--- src/rtl/thr_evt_pkg.sv ---
package thr_evt_pkg;
  localparam int REG_AW = 4;

  typedef enum logic [REG_AW-1:0] {
    RA_SMP_LO = 4'h0,
    RA_SMP_HI = 4'h1,
    RA_STATUS = 4'h2,
    RA_COUNT  = 4'h3,
    RA_ENABLE = 4'h4,
    RA_REQ    = 4'h5,
    RA_THR_UP = 4'h6,
    RA_THR_DN = 4'h7,
    RA_WIN_LO = 4'h8,
    RA_WIN_HI = 4'h9
  } reg_addr_e;

  localparam int ST_DATA = 0;
  localparam int ST_WIN  = 1;
  localparam int ST_AND  = 2;
  localparam int ST_OR   = 3;
  localparam int NSRC    = 4;

  localparam int LANE_DN = 0;
  localparam int LANE_UP = 1;

  typedef enum logic [1:0] {
    RG_INSIDE = 2'd0,
    RG_ABOVE  = 2'd1,
    RG_BELOW  = 2'd2
  } region_e;
endpackage

--- src/rtl/thr_compare.sv ---
module thr_compare
  import thr_evt_pkg::*;
#(
  parameter int SMP_W    = 16,
  parameter int THR_W    = 8,
  parameter int SCALE_SH = 7
) (
  input  logic             clk,
  input  logic             rst_n,
  input  logic             smp_acc,
  input  logic [SMP_W-1:0] smp_data,
  input  logic [THR_W-1:0] thr_up,
  input  logic [THR_W-1:0] thr_dn,
  output logic [1:0]       hit
);
  localparam int LW = SMP_W + 2;

  logic signed [LW-1:0] smp_x, up_lvl, dn_lvl;
  logic                 above, below;
  region_e              region_q, region_d;

  always_comb begin
    smp_x  = {{2{smp_data[SMP_W-1]}}, smp_data};
    up_lvl = LW'(thr_up) <<< SCALE_SH;
    dn_lvl = -(LW'(thr_dn) <<< SCALE_SH);
    above  = smp_x > up_lvl;
    below  = smp_x < dn_lvl;
    if (above)      region_d = RG_ABOVE;
    else if (below) region_d = RG_BELOW;
    else            region_d = RG_INSIDE;
    hit[LANE_UP] = smp_acc && above && (region_q != RG_ABOVE);
    hit[LANE_DN] = smp_acc && below && (region_q != RG_BELOW);
  end

  always_ff @(posedge clk) begin
    if (!rst_n)       region_q <= RG_INSIDE;
    else if (smp_acc) region_q <= region_d;
  end
endmodule

--- src/rtl/excursion_counter.sv ---
module excursion_counter #(
  parameter int CNT_W = 4,
  parameter int LANES = 2
) (
  input  logic                        clk,
  input  logic                        rst_n,
  input  logic [LANES-1:0]            hit,
  input  logic                        clr,
  output logic [LANES-1:0][CNT_W-1:0] cnt
);
  localparam logic [CNT_W-1:0] CNT_MAX = '1;

  for (genvar g = 0; g < LANES; g++) begin : g_lane
    always_ff @(posedge clk) begin
      if (!rst_n)
        cnt[g] <= '0;
      else if (clr)
        cnt[g] <= hit[g] ? CNT_W'(1) : '0;
      else if (hit[g] && cnt[g] != CNT_MAX)
        cnt[g] <= cnt[g] + CNT_W'(1);
    end
  end
endmodule

--- src/rtl/window_timer.sv ---
module window_timer #(
  parameter int WIN_W = 10
) (
  input  logic             clk,
  input  logic             rst_n,
  input  logic             tick,
  input  logic             restart,
  input  logic [WIN_W-1:0] win_len,
  output logic             expire
);
  logic [WIN_W-1:0] tcnt_q;
  logic             armed;

  always_comb begin
    armed  = win_len != '0;
    expire = tick && armed && !restart && (tcnt_q == win_len - WIN_W'(1));
  end

  always_ff @(posedge clk) begin
    if (!rst_n || restart)
      tcnt_q <= '0;
    else if (tick && armed)
      tcnt_q <= expire ? '0 : tcnt_q + WIN_W'(1);
  end
endmodule

--- src/rtl/irq_status.sv ---
module irq_status #(
  parameter int NSRC = 4
) (
  input  logic            clk,
  input  logic            rst_n,
  input  logic [NSRC-1:0] set,
  input  logic            clr_wr,
  input  logic            en_wr,
  input  logic [NSRC-1:0] wmask,
  output logic [NSRC-1:0] status,
  output logic [NSRC-1:0] enable,
  output logic            irq
);
  logic [NSRC-1:0] clr_mask;

  always_comb begin
    clr_mask = clr_wr ? wmask : '0;
    irq      = |(status & enable);
  end

  always_ff @(posedge clk) begin
    if (!rst_n) begin
      status <= '0;
      enable <= '0;
    end else begin
      status <= (status & ~clr_mask) | set;
      if (en_wr) enable <= wmask;
    end
  end
endmodule

--- src/rtl/thr_event_counter.sv ---
module thr_event_counter
  import thr_evt_pkg::*;
#(
  parameter int SMP_W    = 16,
  parameter int DW       = 8,
  parameter int THR_W    = 8,
  parameter int SCALE_SH = 7,
  parameter int CNT_W    = 4,
  parameter int WIN_W    = 10,
  parameter int REQ_RST  = 15
) (
  input  logic              clk,
  input  logic              rst_n,
  input  logic              smp_valid,
  output logic              smp_ready,
  input  logic [SMP_W-1:0]  smp_data,
  input  logic              reg_wr,
  input  logic              reg_rd,
  input  logic [REG_AW-1:0] reg_addr,
  input  logic [DW-1:0]     reg_wdata,
  output logic [DW-1:0]     reg_rdata,
  output logic              irq
);
  localparam int SUM_W  = CNT_W + 1;
  localparam int WHI_W  = WIN_W - DW;
  localparam int CMP_W  = (DW > SUM_W) ? DW : SUM_W;

  logic              smp_acc;
  logic [SMP_W-1:0]  smp_q;
  logic [THR_W-1:0]  thr_up_q, thr_dn_q;
  logic [DW-1:0]     req_q;
  logic [WIN_W-1:0]  win_q;
  logic [1:0]        hit;
  logic [1:0][CNT_W-1:0] cnt;
  logic [CNT_W-1:0]  cnt_up, cnt_dn;
  logic [SUM_W-1:0]  cnt_sum;
  logic              cnt_clr, cnt_rd, win_restart, expire;
  logic              or_cond, and_cond;
  logic [NSRC-1:0]   st_set, status_q, enable_q;
  logic [DW-1:0]     rd_mux, rdata_q;
  reg_addr_e         addr;

  assign smp_ready = 1'b1;
  assign smp_acc   = smp_valid && smp_ready;
  assign addr      = reg_addr_e'(reg_addr);

  always_ff @(posedge clk) begin
    if (!rst_n) begin
      smp_q    <= '0;
      thr_up_q <= '0;
      thr_dn_q <= '0;
      req_q    <= DW'(REQ_RST);
      win_q    <= '0;
    end else begin
      if (smp_acc) smp_q <= smp_data;
      if (reg_wr) begin
        case (addr)
          RA_THR_UP: thr_up_q <= reg_wdata[THR_W-1:0];
          RA_THR_DN: thr_dn_q <= reg_wdata[THR_W-1:0];
          RA_REQ:    req_q    <= reg_wdata;
          RA_WIN_LO: win_q[DW-1:0]    <= reg_wdata;
          RA_WIN_HI: win_q[WIN_W-1:DW] <= reg_wdata[WHI_W-1:0];
          default: ;
        endcase
      end
    end
  end

  assign win_restart = reg_wr && (addr == RA_WIN_LO || addr == RA_WIN_HI);
  assign cnt_rd      = reg_rd && (addr == RA_COUNT);
  assign cnt_clr     = cnt_rd || expire;

  thr_compare #(.SMP_W(SMP_W), .THR_W(THR_W), .SCALE_SH(SCALE_SH)) u_cmp (
    .clk(clk), .rst_n(rst_n), .smp_acc(smp_acc), .smp_data(smp_data),
    .thr_up(thr_up_q), .thr_dn(thr_dn_q), .hit(hit)
  );

  excursion_counter #(.CNT_W(CNT_W), .LANES(2)) u_cnt (
    .clk(clk), .rst_n(rst_n), .hit(hit), .clr(cnt_clr), .cnt(cnt)
  );

  window_timer #(.WIN_W(WIN_W)) u_win (
    .clk(clk), .rst_n(rst_n), .tick(smp_acc), .restart(win_restart),
    .win_len(win_q), .expire(expire)
  );

  always_comb begin
    cnt_up   = cnt[LANE_UP];
    cnt_dn   = cnt[LANE_DN];
    cnt_sum  = SUM_W'(cnt_up) + SUM_W'(cnt_dn);
    or_cond  = CMP_W'(cnt_sum) >= CMP_W'(req_q);
    and_cond = or_cond && (cnt_up != '0) && (cnt_dn != '0);
    st_set          = '0;
    st_set[ST_DATA] = smp_acc;
    st_set[ST_WIN]  = expire;
    st_set[ST_AND]  = and_cond;
    st_set[ST_OR]   = or_cond;
  end

  irq_status #(.NSRC(NSRC)) u_irq (
    .clk(clk), .rst_n(rst_n), .set(st_set),
    .clr_wr(reg_wr && addr == RA_STATUS),
    .en_wr(reg_wr && addr == RA_ENABLE),
    .wmask(reg_wdata[NSRC-1:0]),
    .status(status_q), .enable(enable_q), .irq(irq)
  );

  always_comb begin
    case (addr)
      RA_SMP_LO: rd_mux = smp_q[DW-1:0];
      RA_SMP_HI: rd_mux = smp_q[SMP_W-1:DW];
      RA_STATUS: rd_mux = DW'(status_q);
      RA_COUNT:  rd_mux = {cnt_up, cnt_dn};
      RA_ENABLE: rd_mux = DW'(enable_q);
      RA_REQ:    rd_mux = req_q;
      RA_THR_UP: rd_mux = DW'(thr_up_q);
      RA_THR_DN: rd_mux = DW'(thr_dn_q);
      RA_WIN_LO: rd_mux = win_q[DW-1:0];
      RA_WIN_HI: rd_mux = DW'(win_q[WIN_W-1:DW]);
      default:   rd_mux = '0;
    endcase
  end

  always_ff @(posedge clk) begin
    if (!rst_n)      rdata_q <= '0;
    else if (reg_rd) rdata_q <= rd_mux;
  end

  assign reg_rdata = rdata_q;
endmodule

--- config.mk ---
export PLATFORM = sky130hd
export DESIGN_NAME = thr_event_counter
export DESIGN_NICKNAME = d
export VERILOG_FILES = /design/src/rtl/thr_evt_pkg.sv /design/src/rtl/thr_compare.sv /design/src/rtl/excursion_counter.sv /design/src/rtl/window_timer.sv /design/src/rtl/irq_status.sv /design/src/rtl/thr_event_counter.sv
export SDC_FILE = /design/constraint.sdc
export NUM_CORES = 1
export LEC_CHECK = 0
export ABC_AREA = 1
export BUFFER_PORTS_ARGS = -buffer_cell sky130_fd_sc_hd__buf_2
export CAP_MARGIN = 5
export CORE_UTILIZATION = 33
export CTS_CLUSTER_DIAMETER = 200
export DETAILED_ROUTE_END_ITERATION = 6
export SYNTH_ARGS = -nofsm -noshare
export SYNTH_HDL_FRONTEND = slang
export SYNTH_SLANG_ARGS = --single-unit
--- constraint.sdc ---
create_clock -name clk -period 2.5 [get_ports clk]
set_input_delay 0.375 -clock clk [delete_from_list [all_inputs] [get_ports clk]]
set_output_delay 0.375 -clock clk [all_outputs]
set_load 0.005 [all_outputs]
## Yosys cells after proc, flatten, opt, wreduce, memory -nomap -nowiden

Cells that the tools add are included.
W data, S select, Z words.

- Bitwise operators: 4
- Eq/ne operators: 14
- Mux-type cells: 11
- Reductions and logical operators: 32
- Div/mod/pow operators: 0
- Shifts and indexed selects: 0
- Add/subtract/negate cells: 6
- $mul: 0
- $lt $le $gt $ge: 3

Operators by type and width:

| operator | number |
|---|---|
| $pmux W8 S10 | 1 |
| $mux W4 | 5 |
| $lt A16 B18 Y1 | 1 |
| $neg A15 Y18 | 1 |
| $eq A4 B3 Y1 const B | 4 |
| $gt A16 B16 Y1 | 1 |
| $logic_and A1 B1 Y1 | 15 |
| $add A10 B1 Y10 const B | 1 |
| $eq A10 B10 Y1 | 1 |
| $mux W10 | 1 |
| $reduce_and A2 Y1 | 5 |
| $reduce_bool A10 Y1 | 1 |
| $sub A10 B1 Y10 const B | 1 |
| $add A4 B1 Y4 const B | 2 |
| $and A4 B4 Y4 | 2 |
| $eq A4 B2 Y1 const B | 2 |
| $eq A4 B4 Y1 const B | 2 |
| $ge A5 B8 Y1 | 1 |
| $ne A4 B4 Y1 const B | 2 |
| $reduce_bool A4 Y1 | 2 |
| $add A4 B4 Y5 | 1 |
| $eq A4 B1 Y1 const B | 1 |
| $logic_not A4 Y1 | 1 |
| $mux W2 | 2 |
| 9 further kinds | 14 |

- Register bits: 86
- RAM bits: 0
- Input bits: 33
- Latch bits: 0
- Memories: 0
- Output and inout port bits: 10
- Memory bits (read-only): 0
- Word-level logic and storage cells: 83

## Depth between registers and ports, before layout

- Depth in word-level cells: 8
- Mapped depth: 20
- Mapped depth without buffers: 20

## By module

Synthesis repeated with hierarchy kept, for this count alone.

- Cells, all modules: 848
- Area, all modules: 5,408.9 µm²

By module, submodules not included:

| module | times used | seq. area each (µm²) | cells each | area each (µm²) |
|---|---|---|---|---|
| thr_event_counter | 1 | 1,161.1 | 442 | 2,942.8 |
| window_timer | 1 | 200.2 | 172 | 950.9 |
| thr_compare | 1 | 40.0 | 128 | 787.0 |
| excursion_counter | 1 | 160.2 | 63 | 424.2 |
| irq_status | 1 | 160.2 | 43 | 304.0 |

## Worst setup path before layout

No wires, ideal clock.

- Kind: reg2reg
- Start point: register thr_dn_q[0]
- End point: register u_cnt.cnt[0] (netlist name)
- Buffers on the path: 0
- Cell stages (with the launch flop): 19
- Data required time: 2,369 ps
- Arrival: 2,236 ps
- Path slack: 133 ps
- Period minus slack after synthesis: 2,367 ps
- Library setup time: 131 ps
- Cell sequence: dfxtp_1 > inv_1 > ha_1 > nand3_1 > nor3_1 > xor2_1 > ha_1 > nand2_1 > inv_1 > nand2_1 > nand2_1 > a21oi_1 > nand2_1 > nand2_1 > nand3_1 > nor2_1 > nand2_1 > nand3_1 > a21oi_2

- Cells in the longest elaborated chain, start to end: 6
- Elaborated cells between the ends (all ways): 8
- Those cells by class: add/sub: 1; order compare: 1; mux: 2; reduce/logical: 4

RTL lines:

| element | line | RTL |
|---|---|---|
| start: declaration | thr_event_counter.sv:30 | `logic [THR_W-1:0] thr_up_q, thr_dn_q;` |
| start signal: assignment | thr_event_counter.sv:59 | `RA_THR_DN: thr_dn_q <= reg_wdata[THR_W-1:0];` |
| $neg A15 Y18 * | thr_compare.sv:25 | `dn_lvl = -(LW'(thr_dn) <<< SCALE_SH);` |
| $lt A16 B18 Y1 * | thr_compare.sv:27 | `below = smp_x < dn_lvl;` |
| $logic_and A1 B1 Y1 * (2 in a row) | thr_compare.sv:32 | `hit[LANE_DN] = smp_acc && below && (region_q != RG_BELOW);` |
| $mux W1 or $logic_and A1 B1 Y1 (tied branches) | excursion_counter.sv:18, excursion_counter.sv:19 |  |
| $mux W4 or $reduce_bool A2 Y1 (tied branches) | - |  |
| end signal: indexed assignment | excursion_counter.sv:18 | `cnt[g] <= hit[g] ? CNT_W'(1) : '0;` |
| end signal: indexed assignment | excursion_counter.sv:20 | `cnt[g] <= cnt[g] + CNT_W'(1);` |
| end: declaration | excursion_counter.sv:9 | `output logic [LANES-1:0][CNT_W-1:0] cnt` |

Mark *: on every way between the ends. The rest lies on a longest branch, timed or not.
A chain may end at the register's enable or synchronous reset.

## Worst setup path in the final report

- Start point: register thr_dn_q[2]
- End point: register u_cnt.cnt[2] (netlist name)

- Cells in the longest elaborated chain, start to end: 6

RTL lines:

| element | line | RTL |
|---|---|---|
| $neg A15 Y18 | thr_compare.sv:25 |  |
| $lt A16 B18 Y1 | thr_compare.sv:27 |  |
| $logic_and A1 B1 Y1 (2 in a row) | thr_compare.sv:32 |  |
| $logic_and A1 B1 Y1 | excursion_counter.sv:19 | `else if (hit[g] && cnt[g] != CNT_MAX)` |
| $reduce_bool A2 Y1 (no line) | - |  |

Every way passes these cells.

==> results.sh <==
export IMPL_status="complete, no violations"
export IMPL_min_path_type="input pin to register"
export IMPL_cp_max_fo=3
export IMPL_cts_buffers=9
export IMPL_drc=0
export IMPL_portBuffers=41
export IMPL_reg2reg_depth=18
export IMPL_overflow=0
export IMPL_fin_crit_ns=2.45
export IMPL_clk_latency_ns=0.35
export IMPL_peakVddDrop_uv=452
export IMPL_drt_initial_drc_count=345
export IMPL_path_cells="nor3_4, nand2_1, nor2_2, nand2_2, nor2_4, xor2_1, ha_1, nand2_1, nor2_2, nand2_1, nor2_1, nand2_1, nand3_2, nand3_2, nor2_4, nand2_2, nor2_2, nor3_2"
export IMPL_cts_tree="built"
export IMPL_first_pass_iters=5
export IMPL_critPathCapture="u_cnt.cnt[2]$_SDFFE_PN0P_"
export IMPL_min_path_cells=3
export IMPL_r2r_start="thr_dn_q[2]$_SDFFE_PN0P_"
export IMPL_start_kind="register"
export IMPL_grt_start_max_net_pins=51
export IMPL_powerDensity_mw_per_mm2=541
export IMPL_end_kind="register"
export IMPL_std_cell_rows=44
export IMPL_die_area_mm2=0.0159
export IMPL_grtUsageTotal_pct=19.4
export IMPL_vias=4936
export IMPL_total_power_mw=3.20
export IMPL_max_clock_freq_mhz=409
export IMPL_antenna_cells=0
export IMPL_timing_rr_end="u_cnt.cnt[2]$_SDFFE_PN0P_"
export IMPL_cp_common_cell="nand2_1"
export IMPL_synthArstFlopShare_pct=0
export IMPL_postRouteAntennaNets=0
export IMPL_yosysSeqAreaShare_pct=34.0
export IMPL_cp_top_family="simple AND/OR/NAND/NOR gates"
export IMPL_crit_path_max_incr_delay_ns=0.34
export IMPL_max_cap_violations=0
export IMPL_maxSlewViolCount=0
export IMPL_nets=865
export IMPL_ys_ff_latch=86
export IMPL_setup_viol=0
export IMPL_cts_hold_buffers_added=0
export IMPL_syn_area_per_cell_um2=6.81
export IMPL_grt_pass1_wl_um=23800
export IMPL_synth_edf_count=0
export IMPL_worstSetupPathDepth=18
export IMPL_leakagePower_nw=2.61
export IMPL_worstMarginPinSlew_ns=0.550
export IMPL_drive_gt1_share_pct=15.1
export IMPL_fin_worst_skew_ns=0.00920
export IMPL_finalHoldViolCount=0
export IMPL_die_w_um=126
export IMPL_rsz0062_at_grt="yes"
export IMPL_die_h_um=126
export IMPL_clock_sinks=86
export IMPL_start_util_pct=34.4
export IMPL_synth_cell_types=40
export IMPL_critPathSlowestCell="dfxtp_2"
export IMPL_cts_root_buf="clkbuf_16"
export IMPL_antenna_found_initial=0
export IMPL_ff2ff_setup_slack_ns=0.05
export IMPL_syn_to_final_growth_pct=16.7
export IMPL_crit_arrival_ns=2.69
export IMPL_crit_buf_inv=0
export IMPL_synth_nets=814
export IMPL_core_area_mm2=0.0148
export IMPL_ios=43
export IMPL_clockBufferDepth=2
export IMPL_grt_pass1_vias=4509
export IMPL_fin_tns_setup_ns=0
export IMPL_ys_flop_type="dfxtp_1"
export IMPL_post_drt_wl_per_cell_um=15.0
export IMPL_htreeDepth=3
export IMPL_max_slew_margin_pct=62.9
export IMPL_place_hpwl_um=11400
export IMPL_netlist_area_mm2=0.00507
export IMPL_viasPerCell=5.01
export IMPL_crit_required_ns=2.74
export IMPL_wl_um=14800
export IMPL_yosysWarningCount=0
export IMPL_fin_crit_sh_pct=97.8
export IMPL_cp_startpoint="thr_dn_q[2]$_SDFFE_PN0P_"
export IMPL_gp_congestion=0.889
export IMPL_path_class="register to register"
export IMPL_syn_instance_count=745
export IMPL_path_clk_slew_ns=0.06
[cell families after synthesis]
group | Yosys count | share of synthesized area, %
buffers and inverters | 119 | 8.88
adders and majority gates | 36 | 9.03
and+or+nand+nor | 312 | 27.0
AOI/OAI and AO/OA | 181 | 19.3
other | 1 | 0.0739
xor gates and xnor gates | 10 | 1.73
DFF | 86 | 34.0
[cell type report]
type / count / area, um2
repair buffers: 55 / 310
clock inverters: 5 / 33.8
multi-input cells: 540 / 2990
well taps: 184 / 230
clock buffers: 11 / 233
flip-flops and latches: 86 / 1730
fillers: 1585 / 8840
inverters: 104 / 390
[layout by cell type, fill, tap and decap left out, types with 7 or more instances in the layout]
master     instances
nand2_1          148
buf_4             14
nor2_1            69
nand3_1           33
ha_1              34
nor2_2            13
inv_1             97
dfxtp_1           83
a21oi_1           80
o22ai_1           18
buf_2             41
xor2_1             9
o21ai_0           65
nand2_2            8
nor3_1             7
clkbuf_16          9
[state kept, by name, summed over array words and instances (netlist names)]
signal / flops
reg_rdata: 8
req_q: 8
smp_q: 16
thr_dn_q: 8
thr_up_q: 8
u_cmp.region_q: 2
u_cnt.cnt: 8
u_irq.enable: 4
u_irq.status: 4
u_win.tcnt_q: 10
win_q: 10
[worst min path at each step]
stage                                      to  slack [ns]                 startpoint
floorplan              smp_q[12]$_SDFFE_PN0P_        0.43     smp_q[12]$_SDFFE_PN0P_
global route            smp_q[2]$_SDFFE_PN0P_        0.27                smp_data[2]
detailed placement  reg_rdata[0]$_SDFFE_PN0P_        0.45  reg_rdata[0]$_SDFFE_PN0P_
finish                  smp_q[5]$_SDFFE_PN0P_        0.26                smp_data[5]
global placement       smp_q[12]$_SDFFE_PN0P_        0.45     smp_q[12]$_SDFFE_PN0P_
CTS                     smp_q[5]$_SDFFE_PN0P_        0.26                smp_data[5]
[cells in the mapped netlist, types with 6 or more instances]
library cell  number  area [um2]
dfxtp_1           86        1720
nor2_2             8        50.1
ha_1              35         438
nand3_1           36         180
nand4_1            6        37.5
a21oi_1           82         410
inv_1             99         372
nor2_1            76         285
clkbuf_1          12        45.0
o21ai_0           65         325
o22ai_1           18         113
nor3_1             9        45.0
xor2_1             9        78.8
nand2_1          152         571
[worst reg2reg max path, stage by stage (launching register included)]
cell	delay, ns
dfxtp_2	0.34
nor3_4	0.20
nand2_1	0.10
nor2_2	0.12
nand2_2	0.09
nor2_4	0.11
xor2_1	0.07
ha_1	0.28
nand2_1	0.06
nor2_2	0.12
nand2_1	0.06
nor2_1	0.08
nand2_1	0.10
nand3_2	0.12
nand3_2	0.11
nor2_4	0.12
nand2_2	0.08
nor2_2	0.12
nor3_2	0.05
[through the flow]
stage	instances	worst slack (ns)	instance area, um2	hold slack (ns)	utilization, %
2_1_floorplan	745	0.133	5070	0.434	-
3_3_place_gp	967	-0.0246	5540	0.449	37.5
3_5_place_dp	967	-0.0893	5540	0.452	37.5
4_1_cts	985	0.0149	5860	0.257	39.7
5_1_grt	985	-0.149	5920	0.266	40.1
6_report	985	0.0545	5920	0.264	40.1
[power by group]
| part | internal [mW] | switching [mW] | leakage (nW) | total (mW) |
|---|---|---|---|---|
| registers | 1.42 | 0.0363 | 0.701 | 1.45 |
| logic | 0.183 | 0.316 | 1.78 | 0.499 |
| clock network | 0.674 | 0.572 | 0.126 | 1.25 |
| total | 2.27 | 0.924 | 2.61 | 3.20 |
[timing repair]
| item | 4_1_cts | 5_1_grt |
|---|---|---|
| endpoints found under the setup margin | 4 | 5 |
| gates resized for setup | 13 | 16 |
| pin swaps | 12 | 16 |
| buffers inserted | 2 | 0 |
[layer usage]
layer	up-vias	global-route usage, %	share of wire (%)
met3	23	3.70	4.7
met5	-	0	0
li1	2572	-	-
met4	0	7.30	2.3
met2	105	31.2	46
met1	2236	25.7	47
(Power assumes the default switching activity.)
